File: src/rtl/bmem_pkg.sv
package bmem_pkg;

    typedef enum logic {
        PORTS_TRUE_DUAL   = 1'b0,
        PORTS_SIMPLE_DUAL = 1'b1
    } port_mode_e;

    function automatic int unsigned count_ones(input logic [31:0] v);
        int unsigned n;
        n = 0;
        for (int i = 0; i < 32; i++) begin
            if (v[i]) n++;
        end
        return n;
    endfunction

    // Reads a bank can accept in one cycle given its write activity.
    function automatic int unsigned read_capacity(input port_mode_e mode,
                                                  input int unsigned repl,
                                                  input logic wr_hit);
        if (mode == PORTS_SIMPLE_DUAL) return repl;
        if (wr_hit) return repl;
        return 2 * repl;
    endfunction

    // True when two reads share one replicate (both ports used for reads).
    function automatic logic pair_reads(input port_mode_e mode, input logic wr_hit);
        return (mode == PORTS_TRUE_DUAL) && !wr_hit;
    endfunction

endpackage

File: src/rtl/bmem_addr_split.sv
module bmem_addr_split #(
    parameter int unsigned ADDR_W   = 6,
    parameter logic [ADDR_W-1:0] SEL_MASK = 6'b010010,
    parameter int unsigned BANK_W   = 2,
    parameter int unsigned ROW_W    = 4
) (
    input  logic [ADDR_W-1:0] addr,
    output logic [BANK_W-1:0] bank,
    output logic [ROW_W-1:0]  row
);
    int unsigned bi;
    int unsigned ri;

    always_comb begin
        bank = '0;
        row  = '0;
        bi   = 0;
        ri   = 0;
        for (int i = 0; i < int'(ADDR_W); i++) begin
            if (SEL_MASK[i]) begin
                if (bi < BANK_W) bank[bi] = addr[i];
                bi++;
            end else begin
                if (ri < ROW_W) row[ri] = addr[i];
                ri++;
            end
        end
    end
endmodule

File: src/rtl/bmem_arbiter.sv
module bmem_arbiter
    import bmem_pkg::*;
#(
    parameter int unsigned NUM_RD = 4,
    parameter int unsigned REPL   = 2,
    parameter port_mode_e  MODE   = PORTS_TRUE_DUAL,
    parameter int unsigned RSEL_W = 1
) (
    input  logic                           clk,
    input  logic                           rst,
    input  logic [NUM_RD-1:0]              req,
    input  logic                           wr_hit,
    output logic [NUM_RD-1:0]              grant,
    output logic [NUM_RD-1:0][RSEL_W-1:0]  repl_sel
);
    int unsigned cap;
    int unsigned taken;
    logic        paired;

    always_comb begin
        cap    = read_capacity(MODE, REPL, wr_hit);
        paired = pair_reads(MODE, wr_hit);
        taken  = 0;
        grant  = '0;
        for (int p = 0; p < int'(NUM_RD); p++) begin
            repl_sel[p] = '0;
            if (req[p] && taken < cap) begin
                grant[p]    = 1'b1;
                repl_sel[p] = paired ? RSEL_W'(taken / 2) : RSEL_W'(taken);
                taken++;
            end
        end
    end

    logic [NUM_RD-1:0] lost;
    logic [NUM_RD-1:0] first_lost;
    assign lost       = req & ~grant;
    assign first_lost = lost & (~lost + NUM_RD'(1));


    priority_order_chk: assert property (@(posedge clk) disable iff (rst)
        (grant & ~(first_lost - NUM_RD'(1))) == '0);


    grant_capacity_chk: assert property (@(posedge clk) disable iff (rst)
        $countones(grant) <= read_capacity(MODE, REPL, wr_hit));


    simple_dual_cap_chk: assert property (@(posedge clk) disable iff (rst)
        (MODE == PORTS_SIMPLE_DUAL) |-> $countones(grant) <= REPL);
endmodule

File: src/rtl/bmem_bank.sv
module bmem_bank #(
    parameter int unsigned NUM_RD = 4,
    parameter int unsigned REPL   = 2,
    parameter int unsigned DATA_W = 8,
    parameter int unsigned ROW_W  = 4,
    parameter int unsigned RSEL_W = 1
) (
    input  logic                           clk,
    input  logic                           rst,
    input  logic                           wr_en,
    input  logic [ROW_W-1:0]               wr_row,
    input  logic [DATA_W-1:0]              wr_data,
    input  logic [NUM_RD-1:0]              rd_en,
    input  logic [NUM_RD-1:0][ROW_W-1:0]   rd_row,
    input  logic [NUM_RD-1:0][RSEL_W-1:0]  rd_repl,
    output logic [NUM_RD-1:0][DATA_W-1:0]  rd_q
);
    localparam int unsigned ROWS = 1 << ROW_W;

    logic [DATA_W-1:0] mem [REPL][ROWS];

    always_ff @(posedge clk) begin
        if (wr_en) begin
            for (int r = 0; r < int'(REPL); r++) begin
                mem[r][wr_row] <= wr_data;
            end
        end
    end

    always_ff @(posedge clk) begin
        for (int p = 0; p < int'(NUM_RD); p++) begin
            if (rd_en[p]) rd_q[p] <= mem[rd_repl[p]][rd_row[p]];
        end
    end


    replicas_agree_chk: assert property (@(posedge clk) disable iff (rst)
        $past(wr_en) |-> mem[0][$past(wr_row)] == mem[REPL-1][$past(wr_row)]);


    write_lands_chk: assert property (@(posedge clk) disable iff (rst)
        $past(wr_en) |-> mem[0][$past(wr_row)] == $past(wr_data));
endmodule

File: src/rtl/banked_repl_mem.sv
module banked_repl_mem
    import bmem_pkg::*;
#(
    parameter int unsigned       ADDR_W    = 6,
    parameter int unsigned       DATA_W    = 8,
    parameter logic [ADDR_W-1:0] SEL_MASK  = 6'b010010,
    parameter int unsigned       NUM_RD    = 4,
    parameter int unsigned       REPL      = 2,
    parameter port_mode_e        PORT_MODE = PORTS_TRUE_DUAL
) (
    input  logic                          clk,
    input  logic                          rst,
    input  logic                          wr_en,
    input  logic [ADDR_W-1:0]             wr_addr,
    input  logic [DATA_W-1:0]             wr_data,
    input  logic [NUM_RD-1:0]             rd_en,
    input  logic [NUM_RD-1:0][ADDR_W-1:0] rd_addr,
    output logic [NUM_RD-1:0]             rd_valid,
    output logic [NUM_RD-1:0][DATA_W-1:0] rd_data,
    output logic                          conflict
);
    localparam int unsigned BANK_W    = count_ones(32'(SEL_MASK));
    localparam int unsigned NUM_BANKS = 1 << BANK_W;
    localparam int unsigned ROW_W     = ADDR_W - BANK_W;
    localparam int unsigned RSEL_W    = (REPL > 1) ? $clog2(REPL) : 1;

    logic [BANK_W-1:0] wr_bank;
    logic [ROW_W-1:0]  wr_row;
    logic [NUM_RD-1:0][BANK_W-1:0] rd_bank;
    logic [NUM_RD-1:0][ROW_W-1:0]  rd_row;

    bmem_addr_split #(
        .ADDR_W(ADDR_W), .SEL_MASK(SEL_MASK), .BANK_W(BANK_W), .ROW_W(ROW_W)
    ) u_wr_split (
        .addr(wr_addr), .bank(wr_bank), .row(wr_row)
    );

    for (genvar p = 0; p < NUM_RD; p++) begin : g_rd_split
        bmem_addr_split #(
            .ADDR_W(ADDR_W), .SEL_MASK(SEL_MASK), .BANK_W(BANK_W), .ROW_W(ROW_W)
        ) u_split (
            .addr(rd_addr[p]), .bank(rd_bank[p]), .row(rd_row[p])
        );
    end

    logic [NUM_RD-1:0]                  bank_req   [NUM_BANKS];
    logic [NUM_RD-1:0]                  bank_grant [NUM_BANKS];
    logic [NUM_RD-1:0][RSEL_W-1:0]      bank_repl  [NUM_BANKS];
    logic [NUM_RD-1:0][DATA_W-1:0]      bank_q     [NUM_BANKS];
    logic [NUM_BANKS-1:0]               wr_hit;
    logic [NUM_RD-1:0]                  granted;

    always_comb begin
        for (int b = 0; b < int'(NUM_BANKS); b++) begin
            wr_hit[b] = wr_en && (wr_bank == BANK_W'(b));
            for (int p = 0; p < int'(NUM_RD); p++) begin
                bank_req[b][p] = rd_en[p] && (rd_bank[p] == BANK_W'(b));
            end
        end
    end

    for (genvar b = 0; b < NUM_BANKS; b++) begin : g_bank
        bmem_arbiter #(
            .NUM_RD(NUM_RD), .REPL(REPL), .MODE(PORT_MODE), .RSEL_W(RSEL_W)
        ) u_arb (
            .clk(clk), .rst(rst),
            .req(bank_req[b]), .wr_hit(wr_hit[b]),
            .grant(bank_grant[b]), .repl_sel(bank_repl[b])
        );

        bmem_bank #(
            .NUM_RD(NUM_RD), .REPL(REPL), .DATA_W(DATA_W),
            .ROW_W(ROW_W), .RSEL_W(RSEL_W)
        ) u_bank (
            .clk(clk), .rst(rst),
            .wr_en(wr_hit[b]), .wr_row(wr_row), .wr_data(wr_data),
            .rd_en(bank_grant[b]), .rd_row(rd_row), .rd_repl(bank_repl[b]),
            .rd_q(bank_q[b])
        );
    end

    always_comb begin
        granted = '0;
        for (int b = 0; b < int'(NUM_BANKS); b++) begin
            granted = granted | bank_grant[b];
        end
    end

    logic [NUM_RD-1:0][BANK_W-1:0] bank_sel_q;

    always_ff @(posedge clk) begin
        if (rst) begin
            rd_valid <= '0;
            conflict <= 1'b0;
        end else begin
            rd_valid <= granted;
            conflict <= |(rd_en & ~granted);
        end
        bank_sel_q <= rd_bank;
    end

    always_comb begin
        for (int p = 0; p < int'(NUM_RD); p++) begin
            rd_data[p] = bank_q[bank_sel_q[p]][p];
        end
    end


    valid_needs_req_chk: assert property (@(posedge clk) disable iff (rst)
        (rd_valid & ~$past(rd_en)) == '0);


    conflict_on_drop_chk: assert property (@(posedge clk) disable iff (rst)
        !$past(rst) |-> (conflict == (rd_valid != $past(rd_en))));
endmodule

File: config.mk
export PLATFORM = sky130hd
export DESIGN_NAME = banked_repl_mem
export DESIGN_NICKNAME = d
export VERILOG_FILES = /design/src/rtl/bmem_pkg.sv /design/src/rtl/bmem_addr_split.sv /design/src/rtl/bmem_arbiter.sv /design/src/rtl/bmem_bank.sv /design/src/rtl/banked_repl_mem.sv
export SDC_FILE = /design/constraint.sdc
export NUM_CORES = 1
export LEC_CHECK = 0
export BUFFER_PORTS_ARGS = -buffer_cell sky130_fd_sc_hd__buf_2
export CAP_MARGIN = 25
export CELL_PAD_IN_SITES_DETAIL_PLACEMENT = 0
export CELL_PAD_IN_SITES_GLOBAL_PLACEMENT = 1
export CORE_ASPECT_RATIO = 2
export CORE_MARGIN = 5
export CORE_UTILIZATION = 25
export CTS_CLUSTER_SIZE = 14
export DETAILED_ROUTE_END_ITERATION = 6
export GPL_TIMING_DRIVEN = 0
export PLACE_DENSITY_LB_ADDON = 0.15
export RECOVER_POWER = 25
export REMOVE_ABC_BUFFERS = 1
export SLEW_MARGIN = 15
export SYNTH_ARGS = -nofsm -noshare
export SYNTH_HDL_FRONTEND = slang
export SYNTH_HIERARCHICAL = 1
export SYNTH_SLANG_ARGS = --single-unit
File: constraint.sdc
create_clock -name clk -period 4.5 [get_ports clk]
set_input_delay 0.225 -clock clk [delete_from_list [all_inputs] [get_ports clk]]
set_output_delay 0.225 -clock clk [all_outputs]
set_load 0.03 [all_outputs]
-- Word level (Yosys, flattened, before mapping)
Memories as Yosys holds them, arrays and structs flattened.
Cells that the tools add are included.
- reductions and logical operators: 43
- equality and inequality tests: 15
- multiplexer cells: 130
- bitwise operators: 14
- add/sub/neg operators: 8
- $lt $le $gt $ge: 26
- operator list (operator ; count):
    8-bit binary-select mux with 4-bit select ; 16
    128-bit 2-to-1 mux ; 4
    32-bit 2-to-1 mux ; 14
    8-bit 2-to-1 mux ; 35
    32-bit binary-select mux with 2-bit select ; 4
    32-bit less-than comparator ; 8
    32-bit by 1-bit adder with 32-bit output, second input constant ; 4
    1-bit by 32-bit less-than comparator with 1-bit output ; 4
    1-bit by 32-bit less-than comparator with 1-bit output, first input constant ; 4
    1-bit 2-to-1 mux ; 48
    24-bit 2-to-1 mux ; 2
    1-bit logical AND ; 37
    8-bit demux with 4-bit select ; 1
    16-bit 2-to-1 mux ; 2
    5-bit >= comparator, second input constant ; 5
    4-bit NOT with 5-bit output ; 5
    2-bit == test, second input constant ; 10
    3-bit >= comparator, second input constant ; 4
    2-bit NOT with 3-bit output ; 4
    4-bit bitwise OR ; 3
    2-bit by 1-bit == test with 1-bit output, second input constant ; 5
    2-bit logical NOT ; 5
    1-bit by 1-bit adder with 2-bit output, second input constant ; 4
    2-bit 2-to-1 mux ; 4
    4 further kinds ; 4
- register bits: 141
- output and inout port bits: 37
- input bits: 45
- word-level logic and storage cells: 262
- memories kept: 4
- RAM bits: 1024
- memories (memory ; words ; width ; rd ports ; clocked after Yosys merged registers in ; write ports ; line ; text):
    g_bank[0].u_bank.mem ; 2 ; 128 ; 4 ; 0 ; 2 ; bmem_bank.sv:20 ; logic [DATA_W-1:0] mem [REPL][ROWS];
    g_bank[1].u_bank.mem ; 2 ; 128 ; 4 ; 0 ; 2 ; bmem_bank.sv:20 ;
    g_bank[2].u_bank.mem ; 2 ; 128 ; 4 ; 0 ; 2 ; bmem_bank.sv:20 ;
    g_bank[3].u_bank.mem ; 2 ; 128 ; 4 ; 0 ; 2 ; bmem_bank.sv:20 ;

-- Depth between registers and ports, before layout
Gate-level depths: netlist of run 1.
- word-level depth: 22
- mapped depth: 12
- gate-level depth less buffers: 11

-- By module
The synthesis of run 1 kept the hierarchy.
- by module, submodules not included (module ; area an instance (um2) ; times used ; cells each ; sequential area each (um2)):
    bmem_bank ; 9019.9 ; 4 ; 463 ; 4804.6
    banked_repl_mem ; 1262.5 ; 1 ; 89 ; 260.2
    bmem_arbiter ; 201.4 ; 4 ; 28 ; 0.0
    bmem_addr_split ; 45.0 ; 5 ; 6 ; 0.0

-- Least setup slack after synthesis of run 1
OpenSTA, ideal clock, no wires.
- path kind: input to register
- from: input wr_addr[4]
- to: register conflict
- slack: 1426 ps
- library setup time: 123 ps
- data arrival time: 2952 ps
- stages: 10
- path through: buf_4 -> nor3b_1 -> a21oi_1 -> and3_1 -> ha_1 -> nand2b_1 -> a21oi_1 -> nor4_1 -> a22oi_1 -> a21oi_1
- RTL lines (item ; line ; text):
    start: declaration ; banked_repl_mem.sv:14 ; input logic [ADDR_W-1:0] wr_addr,
    end signal: assignment ; banked_repl_mem.sv:97 ; conflict <= |(rd_en & ~granted);
    end: declaration ; banked_repl_mem.sv:20 ; output logic conflict

==> flow_summary.toml, run 1 <==
[power]
p_leak_nw = 13.7
max-vdd-ir-drop_mv = 0.284
p_per_area_mw_per_mm2 = 329
finalPower_mw = 13.9

[setup_path]
cp.arrival_ns = 4.56
critPathLaunch = "rd_addr[1]"
crit_slowest_cell = "nor2_1"
endpoint = "conflict"
end_kind = "flip-flop"
path_max_fanout = 11
start_kind = "input pin"
rr_startpoint = "g_bank[2].u_bank/mem[0][53]"
cpPeakStageDelay_ns = 0.70
path_buf_inv = 3
critical_path_depth = 13
cp_cell_sequence = "dlygate4sd3_1, clkbuf_1, nand2_1, nor2_1, ha_1, a21oi_1, and3_1, ha_1, a21oi_2, nor4_1, a22oi_1, a21oi_1, dlygate4sd3_1"
crit_type = "in -> reg"
rr_worst_depth = 3
worstPathRequired_ns = 5.07
critPathTopFamily = "buffers and inverters"
r2r_setup_slack_ns = 2.26
reg2reg_to = "g_bank[2].u_bank/rd_q[29]"

[sta]
hold_viol = 0
fin_skew_ns = 0.0314
worstMarginPinSlew_ns = 3.59
post-route-min-period_ns = 3.99
setup_tns_ns = 0
relSlewSlack_pct = -139
clock.fmax_mhz = 251
setup_violations = 0
rsz0062_at_grt = "false"
whs_ns = 0.125
slew_viol_final = 520
fin_crit_sh_pct = 88.7

[drt]
viasPerCell = 5.60
drc = 0
drtPass1Iterations = 6
wirelength_mm = 149
postRouteAntennaNets = 0
first_iter_violations = 2278
vias = 22600
wl_per_cell_um = 37.1

[finish]
seqCellArea_mm2 = 0.0195
fin_area_mm2 = 0.0422
layout-drive-gt1-share_pct = 28.5
syn_to_final_growth_pct = 11.2
fillers = 14900
nets = 2095
multi_input_area_mm2 = 0.0170

[grt]
antenna_found_initial = 9
grtUsageTotal_pct = 18.0
grt-ovfl-total = 0
grt_pass1_vias = 23200
grt_pass1_wl_mm = 200
grt_max_degree = 68

[placement]
dpl_cell_area_mm2 = 0.0402
gp_congestion = 0.838
io_buffers = 81
dp_hpwl_mm = 104

[job]
drv_cap = 8

[logic_synthesis]
syn_area_mm2 = 0.0380
synth_cells = 2027
synth_area_per_cell_um2 = 18.7
synth_warnings = 6

[floorplan]
dieArea_mm2 = 0.160
start_util_pct = 25.1
pin_count = 82
die_x_um = 286
core_mm2 = 0.151
fp.dieH_um = 561
num_rows = 202

[clock_tree]
clock_latency_ns = 0.68
h-tree-depth = 2
cts_max_path_buffers = 3
clkSinkCount = 653
root_buffer = "clkbuf_16"
cts_tree = "done"
cts.reportedPaths.clkPinSlew_ns = 0.07
numCtsBuffers = 59

[run_status]
violations = "max-capacitance violations, max-slew violations"
status = "finished, violations left"

[hold_path]
hp-class = "in -> reg"
hold_path_startpoint = "rd_en[0]"
whs_path_depth = 2
per-layer routing:
layer / share of wire, % / wire length (um) / up-vias / track usage, %
met5: 0.031 / 46 / - / 0
met3: 4.8 / 7230 / 204 / 2.09
li1: - / - / 9068 / -
met4: 5.2 / 7790 / 8 / 8.08
met2: 55 / 82100 / 968 / 34.4
met1: 35 / 52300 / 12300 / 19.9
flip-flops by register name, summed over array words and instances (netlist names):
name and cells:
g_bank.u_bank/mem 512, g_bank.u_bank/rd_q 128, bank_sel_q 8, rd_valid 4, conflict 1
per-stage QoR:
step / utilization [%] / worst slack (ns) / std cells
5_1_grt: 27.9 / 0.184 / 4025
6_report: 27.9 / 0.511 / 4028
4_1_cts: 27.9 / 0.203 / 4020
3_3_place_gp: 25.9 / -1.94 / 3840
3_5_place_dp: 26.6 / 0.450 / 3902
2_1_floorplan: - / 1.30 / 1821
where the power goes:
part           switching (mW)  internal (mW)
clock                    2.39           2.82
combinational            1.20          0.649
sequential             0.0506           6.78
timing repair:
item | 4_1_cts | 5_1_grt
endpoints found under the hold margin | 22 | 0
hold buffers | 11 | 0
setup endpoints to repair | 0 | 1
setup buffers | 0 | 0
gates resized for setup | 0 | 1
area by class of cell:
cell class	count	area share, %
flip-flops and latches	653	46.2
multi-input cells	1156	40.2
well taps	1938	5.75
clock buffers	78	3.77
repair buffers	156	3.28
clock inverters	29	0.729
inverters	12	0.107
diodes	6	0.0356
how the worst min path moves through the flow:
stage,to,slack [ns]
after global routing,g_bank[0].u_bank/rd_q[1],0.10
after global placement,bank_sel_q[5],0.40
after CTS,g_bank[0].u_bank/rd_q[5],0.07
final,g_bank[0].u_bank/rd_q[4],0.13
after floorplan,bank_sel_q[0],0.25
after detailed placement,bank_sel_q[0],0.40
cells in the final DEF, fill, tap and decap left out, types with 24 or more instances in the layout:
| cell | n |
|---|---|
| buf_2 | 59 |
| mux4_1 | 212 |
| buf_4 | 35 |
| mux4_2 | 320 |
| a22oi_1 | 258 |
| nor2b_1 | 24 |
| clkbuf_1 | 30 |
| nor2_1 | 48 |
| nor2_2 | 25 |
| nand2_1 | 137 |
| clkbuf_16 | 60 |
| edfxtp_1 | 640 |
Power figures use the tool's default switching activity.
==> inputs of run 2 (changes only) <==
- CAP_MARGIN: 25 -> 30
- CELL_PAD_IN_SITES_DETAIL_PLACEMENT: 0 -> unset
- CELL_PAD_IN_SITES_GLOBAL_PLACEMENT: 1 -> unset
==> run 2 against run 1 <==
Effect of this change: critical path depth down 2; via count up 0.10%; power up 4.4%; sequential power about the same; sequential share of layout area down 0.41 points; clock power up 12%; flip-flop and latch count unchanged; clock-buffer cell count up 11; critical path type unchanged; worst hold slack worse by 0.050 ns; final cell count up 0.72%; largest cell class unchanged; first-iteration DRC count up 4.4%; the run still ends with max-capacitance violations, max-slew violations left; maximum frequency down 0.92%.
==> flow_summary.toml, run 2 (synthesized netlist as in run 1, its figures left out) <==
[drt]
vias = 22600
postRouteAntennaNets = 0
drc = 0
first_iter_violations = 2378
wirelength_mm = 149
drtPass1Iterations = 7
wl_per_cell_um = 36.7
viasPerCell = 5.56

[sta]
post-route-min-period_ns = 4.03
postLayoutSetupSlackWorst_ns = 0.473
clock.fmax_mhz = 248
whs_ns = 0.0750
worstMarginPinSlew_ns = 3.67
fin_crit_sh_pct = 89.5
fin_skew_ns = 0.0278
slew_viol_final = 521
setup_violations = 0
relSlewSlack_pct = -145
rsz0062_at_grt = "false"
hold_viol = 0

[grt]
antenna_found_initial = 19
grt_pass1_wl_mm = 201
grt_max_degree = 69
grt_pass1_vias = 23300
grtUsageTotal_pct = 18.1
grt-ovfl-total = 0

[floorplan]
dieArea_mm2 = 0.160
num_rows = 202
fp.dieH_um = 561
start_util_pct = 25.1
die_x_um = 286
core_mm2 = 0.151
pin_count = 82

[setup_path]
rr_worst_depth = 3
cp.arrival_ns = 4.51
rr_startpoint = "g_bank[2].u_bank/mem[0][96]"
r2r_setup_slack_ns = 2.43
end_kind = "flip-flop"
start_kind = "input pin"
path_max_fanout = 11
reg2reg_to = "g_bank[2].u_bank/rd_q[16]"
crit_type = "in -> reg"
worstPathRequired_ns = 4.99
endpoint = "conflict"
critPathLaunch = "rd_addr[1]"

[run_status]
status = "finished, violations left"
violations = "max-capacitance violations, max-slew violations"

[clock_tree]
post-cts-setup-buffers = 0
clock_latency_ns = 0.64
numCtsBuffers = 66
cts_tree = "done"
h-tree-depth = 3
root_buffer = "clkbuf_16"
cts.reportedPaths.clkPinSlew_ns = 0.06
clkSinkCount = 653
cts_max_path_buffers = 3

[power]
max-vdd-ir-drop_mv = 0.230
p_per_area_mw_per_mm2 = 341
p_leak_nw = 13.9

[placement]
dp_hpwl_mm = 105
post-place-ws_ns = 0.282
io_buffers = 81
gp_congestion = 0.828

[finish]
nets = 2113
layout-drive-gt1-share_pct = 28.9
largest_reg_flops = 512
final_common_cell = "edfxtp_1"
final_cell_mix = "640 x edfxtp_1, 320 x mux4_2, 258 x a22oi_1"
regMostFlops = "g_bank.u_bank/mem"
utilization_pct = 28.2
top_regs = "g_bank.u_bank/mem: 512 flops, g_bank.u_bank/rd_q: 128 flops, bank_sel_q: 8 flops"
fillers = 15000
syn_to_final_growth_pct = 12.2

[job]
drv_cap = 8

[hold_path]
hp-class = "in -> reg"
==> run 2: changes by cell type in the layout (fill, tap and decap cells not counted), sizes merged <==
cell         delta
buf             +9
bufinv          +2
clkbuf         +15
clkinv          -1
clkinvlp        -1
diode           +7
dlygate4sd3     -2
==> run 2: final cells by class <==
type	instances	area, um2	area share, %
Clock buffer	89	1860	4.38
Clock inverter	29	342	0.802
Multi-Input combinational cell	1156	16900	39.8
Sequential cell	653	19500	45.7
Inverter	12	45.0	0.106
Timing Repair Buffer	167	1450	3.41
Tap cell	1938	2420	5.70
Antenna cell	13	32.5	0.0764
==> run 2: through the flow <==
stage / area [um2] / total power [mW] / setup TNS [ns] / std cells
5_1_grt: 42500 / 14.9 / 0 / 4046
3_5_place_dp: 40200 / 8.81 / 0 / 3907
6_report: 42600 / 14.5 / 0 / 4057
2_1_floorplan: 36300 / 7.74 / 0 / 1821
3_3_place_gp: 39200 / 8.86 / -187.61 / 3840
4_1_cts: 42500 / 14.7 / 0 / 4034
==> run 2: report_power, final <==
| group | leakage [nW] | switching (mW) | internal, mW |
|---|---|---|---|
| Sequential | 5.94 | 0.0510 | 6.78 |
| Combinational | 6.87 | 1.20 | 0.651 |
| Clock | 1.08 | 2.45 | 3.37 |
| Total | 13.9 | 3.70 | 10.8 |
==> run 2: worst min-delay path by stage <==
| stage | startpoint | end | slack [ns] | depth (start not counted) |
|---|---|---|---|---|
| finish | rd_en[1] | conflict | 0.08 | 3 |
| global route | rd_en[1] | conflict | 0.06 | 3 |
| CTS | rd_en[1] | conflict | 0.02 | 3 |
| detailed placement | rd_addr[16] | bank_sel_q[5] | 0.39 | 1 |
| global placement | rd_addr[10] | bank_sel_q[3] | 0.38 | 1 |
| floorplan | rd_addr[1] | bank_sel_q[0] | 0.25 | 0 |
==> run 2: routing by layer <==
| layer | part of all wire, % | GRT usage [%] |
|---|---|---|
| met3 | 5.1 | 2.34 |
| met5 | 0.050 | 0 |
| met4 | 4.6 | 7.06 |
| met1 | 34 | 19.7 |
| met2 | 56 | 35.0 |
==> run 2: what timing repair did <==
action	in CTS	in global routing
hold buffers	9	0
setup endpoints to repair	0	0
hold endpoints to repair	13	0
gates resized for setup	0	0
==> run 2: worst max-delay path, stage by stage <==
cell and delay (ns):
dlygate4sd3_1 0.62, clkbuf_1 0.22, and3b_1 0.37, ha_1 0.30, a21oi_1 0.77, and3_1 0.27, ha_1 0.23, a21oi_1 0.68
nor4_1 0.14, a22oi_1 0.53, a21oi_1 0.14
